==> src/rtl/decadeUpDownPkg.sv <==
package decadeUpDownPkg;

  // Strobes from the control decode to the count register; at most one is set
  typedef struct packed {
    logic clear;
    logic load;
    logic stepUp;
    logic stepDown;
  } ctrlStrobes_t;

endpackage

==> src/rtl/decadeUpDownCtrl.sv <==
module decadeUpDownCtrl
  import decadeUpDownPkg::*;
(
  input  logic         rst,
  input  logic         enN,
  input  logic         upDn,
  input  logic         loadN,
  output ctrlStrobes_t strobes
);

  logic loadReq;
  logic countReq;

  // Priority: reset, then load, then counting
  assign loadReq  = !loadN;
  assign countReq = !enN && loadN;

  always_comb begin
    strobes          = '0;
    strobes.clear    = rst;
    strobes.load     = !rst && loadReq;
    strobes.stepUp   = !rst && countReq && upDn;
    strobes.stepDown = !rst && countReq && !upDn;
  end

endmodule

==> src/rtl/decadeUpDownPath.sv <==
module decadeUpDownPath
  import decadeUpDownPkg::*;
#(
  parameter int WIDTH   = 4,
  parameter int MODULUS = 10
) (
  input  logic             clk,
  input  ctrlStrobes_t     strobes,
  input  logic             upDn,
  input  logic [WIDTH-1:0] loadData,
  output logic [WIDTH-1:0] q,
  output logic             maxMin
);

  localparam logic [WIDTH-1:0] TOP_VAL = WIDTH'(MODULUS - 1);
  localparam logic [WIDTH-1:0] ONE_VAL = WIDTH'(1);

  logic [WIDTH-1:0] countReg;
  logic [WIDTH-1:0] nextCount;
  logic             atTop;
  logic             atBottom;
  logic             outOfRange;

  assign atTop      = (countReg == TOP_VAL);
  assign atBottom   = (countReg == '0);
  assign outOfRange = (countReg > TOP_VAL);

  always_comb begin
    nextCount = countReg;
    if (strobes.clear) begin
      nextCount = '0;
    end else if (strobes.load) begin
      nextCount = loadData;
    end else if (strobes.stepUp) begin
      nextCount = (atTop || outOfRange) ? '0 : countReg + ONE_VAL;
    end else if (strobes.stepDown) begin
      nextCount = (atBottom || outOfRange) ? TOP_VAL : countReg - ONE_VAL;
    end
  end

  always_ff @(posedge clk) begin
    countReg <= nextCount;
  end

  assign q      = countReg;
  assign maxMin = upDn ? atTop : atBottom;

endmodule

==> src/rtl/decadeUpDown.sv <==
module decadeUpDown
  import decadeUpDownPkg::*;
#(
  parameter int WIDTH   = 4,
  parameter int MODULUS = 10
) (
  input  logic             clk,
  input  logic             rst,
  input  logic             enN,
  input  logic             upDn,
  input  logic             loadN,
  input  logic [WIDTH-1:0] loadData,
  output logic [WIDTH-1:0] q,
  output logic             maxMin
);

  ctrlStrobes_t strobes;

  decadeUpDownCtrl i_ctrl (
    .rst    (rst),
    .enN    (enN),
    .upDn   (upDn),
    .loadN  (loadN),
    .strobes(strobes)
  );

  decadeUpDownPath #(
    .WIDTH  (WIDTH),
    .MODULUS(MODULUS)
  ) i_path (
    .clk     (clk),
    .strobes (strobes),
    .upDn    (upDn),
    .loadData(loadData),
    .q       (q),
    .maxMin  (maxMin)
  );

endmodule

==> config.mk <==
export PLATFORM = sky130hd
export DESIGN_NAME = decadeUpDown
export DESIGN_NICKNAME = d
export VERILOG_FILES = /design/src/rtl/decadeUpDownPkg.sv /design/src/rtl/decadeUpDownCtrl.sv /design/src/rtl/decadeUpDownPath.sv /design/src/rtl/decadeUpDown.sv
export SDC_FILE = /design/constraint.sdc
export NUM_CORES = 1
export LEC_CHECK = 0
export BUFFER_PORTS_ARGS = -buffer_cell sky130_fd_sc_hd__buf_2
export CAP_MARGIN = 5
export CORE_AREA = 10 10 47 49
export DETAILED_ROUTE_END_ITERATION = 10
export DIE_AREA = 0 0 57 59
export PLACE_DENSITY = 0.62
export SYNTH_ARGS = -nofsm -noshare
export SYNTH_HDL_FRONTEND = slang
export SYNTH_SLANG_ARGS = --single-unit
==> constraint.sdc <==
create_clock -name clk -period 1.75 [get_ports clk]
set_input_delay 0.175 -clock clk [delete_from_list [all_inputs] [get_ports clk]]
set_output_delay 0.175 -clock clk [all_outputs]
set_load 0.01 [all_outputs]
==> results.sh <==
export IMPL_synth_area_um2=495
export IMPL_required_ns=1.89
export IMPL_hp_class="in2reg"
export IMPL_critPathMaxStageDelay_ns=0.36
export IMPL_p_leak_nw=0.262
export IMPL_final_max_slew_viol_count=0
export IMPL_insertion_delay_ns=0.23
export IMPL_io_buffers=13
export IMPL_fillers=154
export IMPL_synth_area_leaders="dfxtp_1, ha_1, buf_6, nor2_1, inv_1"
export IMPL_peakVddDrop_mv=0.264
export IMPL_p_clk_share_pct=29.9
export IMPL_io_pins=14
export IMPL_hpwl_um=1010
export IMPL_gr_usage_all_layers_pct=7.94
export IMPL_postRouteAntennaNets=0
export IMPL_ctsRootBufferMaster="clkbuf_4"
export IMPL_whs_path_depth=3
export IMPL_clock_skew_ns=0.00337
export IMPL_cts_tree="yes"
export IMPL_switchingPower_mw=0.137
export IMPL_vias=496
export IMPL_cts_buffers_inserted=3
export IMPL_initial_core_util_pct=35.4
export IMPL_synth_distinct_cells=33
export IMPL_grt_pass1_vias=476
export IMPL_largest_reg_flops=4
export IMPL_ys_ff_latch=4
export IMPL_area_growth_pct=17.2
export IMPL_period_minus_slack_ns=1.64
export IMPL_r2r_start="i_path.q[0]"
export IMPL_postCtsHoldBufs=0
export IMPL_routedWlPerCell_um=15.1
export IMPL_antenna_found_initial=0
export IMPL_drc_errors=0
export IMPL_status="finished, final reports clean"
export IMPL_synth_top_area_share_pct=16.2
export IMPL_synth_seq_area_share_pct=16.2
export IMPL_hold_start="loadData[1]"
export IMPL_firstDrtPassIters=4
export IMPL_first_iter_violations=12
export IMPL_core_area_mm2=0.00140
export IMPL_p_seq_share_pct=30.1
export IMPL_crit_type="reg2reg"
export IMPL_utilization_pct=41.4
export IMPL_cts_max_level=1
export IMPL_tns_ns=0
export IMPL_die_x_um=57
export IMPL_cp_arrival_ns=1.78
export IMPL_drt_total_wl_um=1330
export IMPL_ys_warn_count=0
export IMPL_vias_per_cell=5.64
export IMPL_max_cap_violations=0
export IMPL_hold_end="i_path.q[1]"
export IMPL_syn_num_nets=71
export IMPL_drive_above_1_share_pct=33.3
export IMPL_fp_row_count=14
export IMPL_regToRegSetupSlack_ns=0.11
export IMPL_numClockSinks=4
export IMPL_cpMaxStageDelayCell="a311o_1"
export IMPL_antenna_cells=0
export IMPL_globalplace_congestion=0.850
export IMPL_grt_pass1_wl_um=2220
export IMPL_final_common_cell="buf_2"
export IMPL_r2r_cells=6
export IMPL_fp_dieArea_mm2=0.00336
export IMPL_crit_fanout=4
export IMPL_clockBufferDepth=2
export IMPL_rsz0062_at_grt="false"
export IMPL_die_h_um=59
export IMPL_combPwrFrac_pct=40.0
export IMPL_min_period_over_period_pct=93.8
export IMPL_relSlewSlack_pct=71.8
export IMPL_max_freq_mhz=609
export IMPL_synth_top_area_cell="dfxtp_1"
export IMPL_tightest_slew_ns=0.422
export IMPL_netlist_instances=58
export IMPL_setup_viol=0
export IMPL_p_int_mw=0.253
export IMPL_nets=87
export IMPL_crit_path_start_kind="flop"
export IMPL_grt_overflow=0
export IMPL_layout_common_cells="buf_2, nor2_1, inv_1"
export IMPL_dp_cells=85
export IMPL_cp_cell_sequence="inv_1 -> ha_1 -> o21bai_1 -> a2bb2oi_1 -> a311o_1 -> a311oi_2"
export IMPL_switching_share_pct=35.1
export IMPL_reg2reg_to="i_path.q[3]"
export IMPL_cp_end_kind="flop"
export IMPL_clkTransAtPathRegs_ns=0.04
export IMPL_finalHoldViolCount=0
export IMPL_p_per_area_mw_per_mm2=672
export IMPL_grt_start_max_net_pins=12
export IMPL_syn_area_per_cell_um2=8.54
export IMPL_finalNonFillerCells=88
-- how the worst max path moves through the flow --
stage,from,end,cells after the start,slack [ns]
floorplan,i_path.q[0],i_path.q[3],6,0.07
global placement,i_path.q[0],i_path.q[3],6,0.14
detailed placement,i_path.q[0],i_path.q[3],6,0.12
CTS,i_path.q[0],i_path.q[3],6,0.11
global route,i_path.q[1],i_path.q[2],6,0.005
finish,i_path.q[0],i_path.q[3],6,0.11
-- layout make-up --
class | instances | area, um2 | area share, %
well taps | 16 | 20.0 | 3.45
inverters | 5 | 18.8 | 3.23
repair buffers | 15 | 80.1 | 13.8
multi-input cells | 45 | 358 | 61.6
clock buffers | 3 | 22.5 | 3.88
flip-flops and latches | 4 | 81.3 | 14.0
-- cells by family after synthesis --
family          after synthesis  share of synthesized area [%]
fa+ha+maj                     4                           10.1
buf+inv                       9                           11.6
simple gates                 25                           34.1
flops                         4                           16.2
xor+xnor                      1                           1.77
compound gates               15                           26.3
-- stage by stage --
step | setup slack (ns) | cell area [um2] | hold slack, ns | total power, mW
after global placement | 0.137 | 557 | 0.379 | 0.273
final | 0.108 | 581 | 0.148 | 0.390
after CTS | 0.109 | 579 | 0.146 | 0.393
after global routing | 0.00468 | 581 | 0.179 | 0.420
after detailed placement | 0.116 | 557 | 0.389 | 0.273
after floorplan | 0.0709 | 495 | 0.243 | 0.234
-- layer usage --
metal / vias up / share of wire, % / track usage (%)
met4: 0 / 1.6 / 3.02
met3: 2 / 3.2 / 2.15
met2: 16 / 50 / 12.4
li1: 242 / - / -
met1: 236 / 46 / 10.0
met5: - / 0 / 0
-- what timing repair did --
item                                    in CTS  in global routing
endpoints found under the setup margin       0                  2
buffers inserted                             0                  0
gates resized for setup                      0                  1
-- power groups by stage --
stage	clock [mW]	combinational, mW	sequential (mW)
2_1_floorplan	0	0.120	0.114
3_3_place_gp	0	0.155	0.118
3_5_place_dp	0	0.155	0.118
4_1_cts	0.121	0.155	0.117
5_1_grt	0.129	0.171	0.120
6_report	0.117	0.156	0.117
-- cell usage after synthesis (all sizes together) --
| cell type | instances |
|---|---|
| nor3 | 2 |
| and4b | 1 |
| ha | 4 |
| and3 | 1 |
| a211oi | 2 |
| o21bai | 1 |
| and4bb | 1 |
| a2111oi | 1 |
| nand4bb | 1 |
| a211o | 1 |
| a311o | 1 |
| nor2 | 8 |
| nand2b | 2 |
| and2 | 2 |
| a31oi | 1 |
| nand3b | 2 |
| buf | 4 |
| o21ai | 2 |
| a311oi | 2 |
| inv | 5 |
| nor3b | 1 |
| a221oi | 1 |
| nor4 | 1 |
| dfxtp | 4 |
| a2bb2oi | 1 |
| o31ai | 1 |
| o31a | 1 |
| nand2 | 3 |
| xnor2 | 1 |
-- worst max-delay path: cells and delay by family, from the launching register on --
kind,cells,cell delay [ns]
compound gates,4,0.88
flops,1,0.35
fa+ha+maj,1,0.24
buf+inv,1,0.09
Power figures use the tool's default switching activity.
